--- src/rtl/bkpt_pkg.sv ---
package bkpt_pkg;
    localparam int unsigned REG_W  = 8;
    localparam int unsigned SEL_W  = 2;

    localparam logic [SEL_W-1:0] SEL_CMP_LO = 2'd0;
    localparam logic [SEL_W-1:0] SEL_CMP_HI = 2'd1;
    localparam logic [SEL_W-1:0] SEL_CTRL   = 2'd2;

    localparam int unsigned CTL_ARM  = 0;
    localparam int unsigned CTL_MODE = 1;
    localparam int unsigned CTL_HIT  = 2;

    typedef struct packed {
        logic [REG_W-1:0] cmp_lo;
        logic [REG_W-1:0] cmp_hi;
        logic             arm;
        logic             pmode;
        logic             hit;
    } bkpt_regs_t;
endpackage

--- src/rtl/bkpt_regs.sv ---
module bkpt_regs
    import bkpt_pkg::*;
(
    input  logic               clk,
    input  logic               rst_n,
    input  logic               wr_en,
    input  logic [SEL_W-1:0]   wr_sel,
    input  logic [REG_W-1:0]   wr_data,
    input  logic [SEL_W-1:0]   rd_sel,
    input  logic               hit_i,
    output logic [2*REG_W-1:0] cmp_addr_o,
    output logic               arm_o,
    output logic               pmode_o,
    output logic               hit_flag_o,
    output logic [REG_W-1:0]   rd_data_o
);
    bkpt_regs_t regs_d, regs_q;

    always_comb begin
        regs_d = regs_q;
        if (wr_en) begin
            case (wr_sel)
                SEL_CMP_LO: regs_d.cmp_lo = wr_data;
                SEL_CMP_HI: regs_d.cmp_hi = wr_data;
                SEL_CTRL: begin
                    regs_d.arm   = wr_data[CTL_ARM];
                    regs_d.pmode = wr_data[CTL_MODE];
                    if (wr_data[CTL_HIT]) regs_d.hit = 1'b0;
                end
                default: ;
            endcase
        end
        // a match outranks a same-cycle clear
        if (hit_i) regs_d.hit = 1'b1;
    end

    always_ff @(posedge clk or negedge rst_n) begin
        if (!rst_n) regs_q <= '0;
        else        regs_q <= regs_d;
    end

    always_comb begin
        rd_data_o = '0;
        case (rd_sel)
            SEL_CMP_LO: rd_data_o = regs_q.cmp_lo;
            SEL_CMP_HI: rd_data_o = regs_q.cmp_hi;
            SEL_CTRL: begin
                rd_data_o[CTL_ARM]  = regs_q.arm;
                rd_data_o[CTL_MODE] = regs_q.pmode;
                rd_data_o[CTL_HIT]  = regs_q.hit;
            end
            default: rd_data_o = '0;
        endcase
    end

    assign cmp_addr_o = {regs_q.cmp_hi, regs_q.cmp_lo};
    assign arm_o      = regs_q.arm;
    assign pmode_o    = regs_q.pmode;
    assign hit_flag_o = regs_q.hit;

    assert_hit_sets_R5: assert property (@(posedge clk) disable iff (!rst_n)
        hit_i |=> regs_q.hit);
    assert_w1c_clears_R6: assert property (@(posedge clk) disable iff (!rst_n)
        (wr_en && wr_sel == SEL_CTRL && wr_data[CTL_HIT] && !hit_i) |=> !regs_q.hit);
    assert_w0_keeps_R6: assert property (@(posedge clk) disable iff (!rst_n)
        (regs_q.hit && wr_en && wr_sel == SEL_CTRL && !wr_data[CTL_HIT]) |=> regs_q.hit);
    assert_match_wins_R8: assert property (@(posedge clk) disable iff (!rst_n)
        (hit_i && wr_en && wr_sel == SEL_CTRL && wr_data[CTL_HIT]) |=> regs_q.hit);
endmodule

--- src/rtl/bkpt_pulse.sv ---
module bkpt_pulse #(
    parameter int unsigned PULSE_LEN = 8
) (
    input  logic clk,
    input  logic rst_n,
    input  logic hit_i,
    output logic active_o
);
    localparam int unsigned CNT_W = $clog2(PULSE_LEN + 1);
    localparam logic [CNT_W-1:0] LOAD = CNT_W'(PULSE_LEN);

    logic [CNT_W-1:0] cnt_d, cnt_q;

    always_comb begin
        cnt_d = cnt_q;
        if (hit_i)            cnt_d = LOAD;
        else if (cnt_q != '0) cnt_d = cnt_q - 1'b1;
    end

    always_ff @(posedge clk or negedge rst_n) begin
        if (!rst_n) cnt_q <= '0;
        else        cnt_q <= cnt_d;
    end

    assign active_o = (cnt_q != '0);

    assert_reload_R7: assert property (@(posedge clk) disable iff (!rst_n)
        hit_i |=> cnt_q == LOAD);
    assert_count_down_R3: assert property (@(posedge clk) disable iff (!rst_n)
        (cnt_q != '0 && !hit_i) |=> cnt_q == $past(cnt_q) - 1'b1);
    assert_never_above_R3: assert property (@(posedge clk) disable iff (!rst_n)
        cnt_q <= LOAD);
endmodule

--- src/rtl/addr_bkpt_unit.sv ---
module addr_bkpt_unit
    import bkpt_pkg::*;
#(
    parameter int unsigned PULSE_LEN = 8
) (
    input  logic               clk,
    input  logic               rst_n,
    input  logic [2*REG_W-1:0] bus_addr,
    input  logic               reg_wr_en,
    input  logic [SEL_W-1:0]   reg_wr_sel,
    input  logic [REG_W-1:0]   reg_wr_data,
    input  logic [SEL_W-1:0]   reg_rd_sel,
    output logic [REG_W-1:0]   reg_rd_data,
    output logic               bkpt_out
);
    logic [2*REG_W-1:0] cmp_addr;
    logic               arm, pmode, hit_flag, hit, pulse_on;

    assign hit = arm && (bus_addr == cmp_addr);

    bkpt_regs u_regs (
        .clk        (clk),
        .rst_n      (rst_n),
        .wr_en      (reg_wr_en),
        .wr_sel     (reg_wr_sel),
        .wr_data    (reg_wr_data),
        .rd_sel     (reg_rd_sel),
        .hit_i      (hit),
        .cmp_addr_o (cmp_addr),
        .arm_o      (arm),
        .pmode_o    (pmode),
        .hit_flag_o (hit_flag),
        .rd_data_o  (reg_rd_data)
    );

    bkpt_pulse #(.PULSE_LEN(PULSE_LEN)) u_pulse (
        .clk      (clk),
        .rst_n    (rst_n),
        .hit_i    (hit),
        .active_o (pulse_on)
    );

    assign bkpt_out = pmode ? pulse_on : hit_flag;

    assert_disarmed_quiet_R2: assert property (@(posedge clk) disable iff (!rst_n)
        !arm |=> !$rose(hit_flag));
    assert_level_follows_R4: assert property (@(posedge clk) disable iff (!rst_n)
        (!pmode && hit_flag) |-> bkpt_out);
    assert_match_raises_R1: assert property (@(posedge clk) disable iff (!rst_n)
        hit |=> hit_flag);
endmodule

--- config.mk ---
export PLATFORM = sky130hd
export DESIGN_NAME = addr_bkpt_unit
export DESIGN_NICKNAME = d
export VERILOG_FILES = /design/src/rtl/bkpt_pkg.sv /design/src/rtl/bkpt_regs.sv /design/src/rtl/bkpt_pulse.sv /design/src/rtl/addr_bkpt_unit.sv
export SDC_FILE = /design/constraint.sdc
export NUM_CORES = 1
export LEC_CHECK = 0
export ABC_AREA = 1
export BUFFER_PORTS_ARGS = -buffer_cell sky130_fd_sc_hd__buf_2
export CAP_MARGIN = 20
export CORE_MARGIN = 2
export CORE_UTILIZATION = 31
export DETAILED_ROUTE_END_ITERATION = 8
export SETUP_SLACK_MARGIN = 0.05
export SLEW_MARGIN = 5
export SYNTH_ARGS = -nofsm -noshare
export SYNTH_HDL_FRONTEND = slang
export SYNTH_SLANG_ARGS = --single-unit
export TNS_END_PERCENT = 10
--- constraint.sdc ---
create_clock -name clk -period 1.8 [get_ports clk]
set_input_delay 0.18 -clock clk [delete_from_list [all_inputs] [get_ports clk]]
set_output_delay 0.18 -clock clk [all_outputs]
set_load 0.02 [all_outputs]
* Word level (Yosys, flattened, before mapping)
Cells that the tools add are included.
** Word-level totals
- Memories kept :: 0
- Memory bits (read-only) :: 0
- Latch bits :: 0
- RAM bits :: 0
- Register bits :: 23
- Word-level logic and storage cells :: 33
- Bits of input ports :: 31
** Operators by class
- Multiply operators :: 0
- Reduce and logical (&&, ||, !) cells :: 12
- Bitwise gates (word level) :: 0
- Mux-type cells :: 9
- Divide/modulo/power cells :: 0
- Magnitude comparators :: 0
- Add/sub/neg operators :: 1
- Eq/ne operators :: 5
- Shift-type cells :: 0
** Operators with widths (count)
- $eq 16x16->1 :: 1
- $pmux 5 s2 :: 1
- $pmux 3 s3 :: 1
- $mux 4 :: 2
- $reduce_bool 2->1 :: 4
- $reduce_and 2->1 :: 3
- $mux 1 :: 5
- $eq 2x1->1 const B :: 2
- $eq 2x2->1 const B :: 2
- $logic_not 2->1 :: 2
- $reduce_bool 4->1 :: 1
- $sub 4x1->4 const B :: 1
- $reduce_and 3->1 :: 1
- $logic_and 1x1->1 :: 1

* Longest topological paths before layout
- Word-level depth :: 4
- Depth in mapped cells :: 9
- Mapped depth without buffers :: 9

* Cells and area by module
From an unflattened synthesis, not the netlist that was laid out.
** Unflattened totals
- Cell total of the unflattened synthesis :: 203
- Area, all modules :: 1457.6 um^2
** Modules (own cells, without submodules)
- bkpt_regs :: times used 1, area each 933.4 um^2, cells an instance 105
- addr_bkpt_unit :: times used 1, area each 302.8 um^2, cells an instance 70
- bkpt_pulse :: times used 1, area each 221.5 um^2, cells an instance 28

* Worst setup path before layout
Ideal clock, no wire load.
- Kind :: reg2out
- Start point :: register u_pulse.cnt_q[0]
- End point :: output port bkpt_out
- Stages on the path, launching flop included :: 5
- Path buffers :: 0
- Arrival time :: 1.098 ns
- Path slack :: 0.522 ns
- Cells stage by stage :: dfrtp_1 -> inv_1 -> ha_1 -> nand3_1 -> mux2_2
** On the way
- Word-level cells in the longest chain between the ends :: 2
** RTL lines
- from (decl) :: line bkpt_pulse.sv:12 : logic [CNT_W-1:0] cnt_d, cnt_q;
- from (signal assigned) :: line bkpt_pulse.sv:22 : else cnt_q <= cnt_d;
- $reduce_bool 4->1 :: line bkpt_pulse.sv:25 : assign active_o = (cnt_q != '0);
- $mux 1 :: line addr_bkpt_unit.sv:43 : assign bkpt_out = pmode ? pulse_on : hit_flag;
- to (decl) :: line addr_bkpt_unit.sv:14 : output logic bkpt_out
No other way between the ends.

* Worst setup path after layout
Ends and elaborated chain as after synthesis.

==> run summary <==
Die footprint -> 0.00493 mm^2
Min-delay src -> reg_wr_data[6]
Worst-path clk slew -> 0.08 ns
DRT Wirelength -> 3.06 mm
Worst-path maximum fanout -> 4
Largest net degree at the start of global routing -> 24
Clock sink count -> 23
Outcome -> finished, final reports clean
Area growth syn-to-layout -> 24.8%
Crit. End Element -> output pin
Number of global-route vias before repair -> 1115
Simple-Gate Fraction of Synth Area -> 0.265
Hold WS -> 0.173 ns
Register-to-Register Path Depth -> 9
Synthesized flop and latch total -> 23
Placed insts -> 284
Share of cells above drive strength 1 -> 0.239
Crit Path Category -> flop to output pin
Adder-cell area share of the yosys netlist -> 0.00921
Core box area -> 0.00429 mm^2
First-pass GRT wire length -> 4.91 mm
ANT nets after route -> 0
Drc violations -> 0
Post-synthesis mux area share -> 0.0157
Peak VDD IR -> 512 uV
Sw frac -> 0.358
CP required -> 1.62 ns
Synth Area in Compound Gates -> 0.119
Crit path from -> u_pulse.cnt_q[0]$_DFFE_PN0P_
Initial antenna violation count -> 0
IO Count -> 40
Final min period -> 1.69 ns
Finish-stage setup viols -> 0
Max_slew headroom -> 0.649
Combinational share of power -> 0.368
Period utilization -> 0.936
Synth Warn # -> 0
Mean Syn Cell Area -> 7.00 um^2
Die H -> 70.2 um
Hold Path Stages -> 3
CTS tree -> done
Flop-to-flop setup slack -> 0.59 ns
Vias per cell -> 4.18
Largest family of logic cells by synthesized area -> simple AND/OR/NAND/NOR gates
Post-synthesis xor/xnor area fraction -> 0.0387
Final Hold Violating Endpoints -> 0
Post-layout util -> 0.395
Post-Syn Nets -> 226
Root buffer cell -> clkbuf_8
Filler Cell Count -> 479
Leak pwr -> 0.000973 uW
Power Density -> 952 mW/mm^2
CP Launch Type -> flop
Min-Delay Path Class -> input pin to flop
Clock share of power -> 0.197
Die width -> 70.2 um
Highest Clock Rate -> 593 MHz
Seq/Total Area, Yosys -> 0.424
Grt ovf -> 0
Internal power -> 1040 uW
Nets -> 271
Synth Instances -> 194
Vias -> 1211
Drt initial violations -> 14
Worst slew pin tran -> 0.526 ns
Unrepaired setup endpoints after global routing -> no
Arr. time, crit path -> 1.51 ns
Drt wl/cell -> 10.5 um
Distinct cells, synth -> 22
Drt pass-1 iters -> 4
R2R Path Start -> u_regs.cmp_addr_o[12]$_DFFE_PN0P_
Non-Filler Instances -> 290
Port Buffers -> 39
Initial core utilization -> 0.316
Mapped cell area -> 0.00136 mm^2
Max-cap violations -> 0
TNS Setup -> 0 ns
Sw Pwr -> 578 uW
Ant diodes -> 0
Cell row count -> 24
Reg-to-Reg End -> u_pulse.cnt_q[2]$_DFFE_PN0P_
Slew Limit Fails -> 0
H-tree levels -> 1
CP Capture Point -> bkpt_out
Gp weighted congestion -> 0.774
Bufs on Longest Clock Path -> 2
Seq pwr share -> 0.435
Total Routing Usage GR -> 0.127
HPWL after DPL -> 2.43 mm
Post-Route Skew -> 0.00147 ns
Skew-Pair Late Insertion Delay -> 0.26 ns
Cts bufs inserted -> 3
placed cells by master, fill, tap and decap left out, types with 4 or more instances in the layout:
| cell | instances |
|---|---|
| nor2_1 | 8 |
| dfrtp_1 | 23 |
| o21ai_1 | 19 |
| nand3_1 | 8 |
| buf_2 | 39 |
| inv_1 | 40 |
| o21ai_0 | 6 |
| xnor2_1 | 4 |
| nand2_1 | 63 |
cells in the mapped netlist, drive strengths merged:
master | number | area, um^2
a21boi | 1 | 7.51
buf | 2 | 10.0
clkinv | 1 | 3.75
dfrtp | 23 | 576
ha | 1 | 12.5
inv | 43 | 161
mux2 | 1 | 11.3
mux2i | 1 | 10.0
nand2 | 64 | 243
nand3 | 12 | 75.1
nor2 | 10 | 42.5
o211ai | 1 | 7.51
o21ai | 25 | 125
o221ai | 1 | 8.76
o22ai | 2 | 12.5
xnor2 | 4 | 35.0
xor2 | 2 | 17.5
power groups by stage:
stage / sequential, uW / clock [uW] / combinational [uW]
floorplan: 692 / 0 / 407
global placement: 707 / 0 / 535
detailed placement: 713 / 0 / 549
CTS: 703 / 320 / 564
global route: 713 / 344 / 680
finish: 702 / 318 / 594
final cells by class:
cell class	instances	area (um^2)	share of cell area
Multi-Input combinational cell	125	623	0.368
Sequential cell	23	576	0.339
Tap cell	52	65.1	0.0384
Inverter	44	165	0.0974
Clock inverter	1	5.00	0.00295
Clock buffer	3	41.3	0.0244
Timing Repair Buffer	42	220	0.130
worst max-delay path, cell delays in order, from the launching register on:
cell     delay, ns
dfrtp_1       0.40
inv_1         0.09
ha_2          0.22
nand3_4       0.10
mux2_2        0.28
buf_2         0.16
routing by layer:
metal / part of all wire / track usage / vias up
met5: 0 / 0 / -
met3: 0.030 / 0.0188 / 2
met1: 0.51 / 0.166 / 516
met2: 0.46 / 0.217 / 19
met4: 0.0069 / 0.0385 / 0
li1: - / - / 674
per-stage QoR:
stage / cell area, um^2 / worst slack [ns] / power (uW)
detailed placement: 1620 / 0.345 / 1260
global placement: 1620 / 0.395 / 1240
floorplan: 1360 / 0.522 / 1100
CTS: 1680 / 0.0935 / 1590
finish: 1700 / 0.114 / 1610
global route: 1700 / 0.0530 / 1740
state kept, by name (all words and copies together), names as in the netlist:
register	count
u_pulse.cnt_q	4
u_regs.hit_flag_o	1
u_regs.cmp_addr_o	16
u_regs.pmode_o	1
u_regs.arm_o	1
worst min path at each step:
stage	end	slack (ns)
after floorplan	u_pulse.cnt_q[0]$_DFFE_PN0P_	-0.12
after global placement	u_regs.cmp_addr_o[14]$_DFFE_PN0P_	0.19
after detailed placement	u_regs.cmp_addr_o[14]$_DFFE_PN0P_	0.19
after CTS	u_regs.cmp_addr_o[12]$_DFFE_PN0P_	0.18
after global routing	u_regs.cmp_addr_o[12]$_DFFE_PN0P_	0.18
final	u_regs.cmp_addr_o[6]$_DFFE_PN0P_	0.17
logic make-up (layout without fill, tap and decap cells):
kind of cell | Yosys count | in the layout
flip-flops | 23 | 23
multiplexers | 2 | 2
buffers and inverters | 46 | 90
AND/OR/NAND/NOR | 86 | 86
AO/OA/AOI/OAI | 30 | 30
adder cells (fa/ha/maj) | 1 | 1
XOR/XNOR | 6 | 6
what timing repair did:
item,in CTS,in global routing
hold buffers,1,0
buffers inserted,0,1
gates resized for setup,1,2
hold endpoints to repair,23,0
endpoints found under the setup margin,1,1
Note: power is estimated with default switching activity, not from simulation.
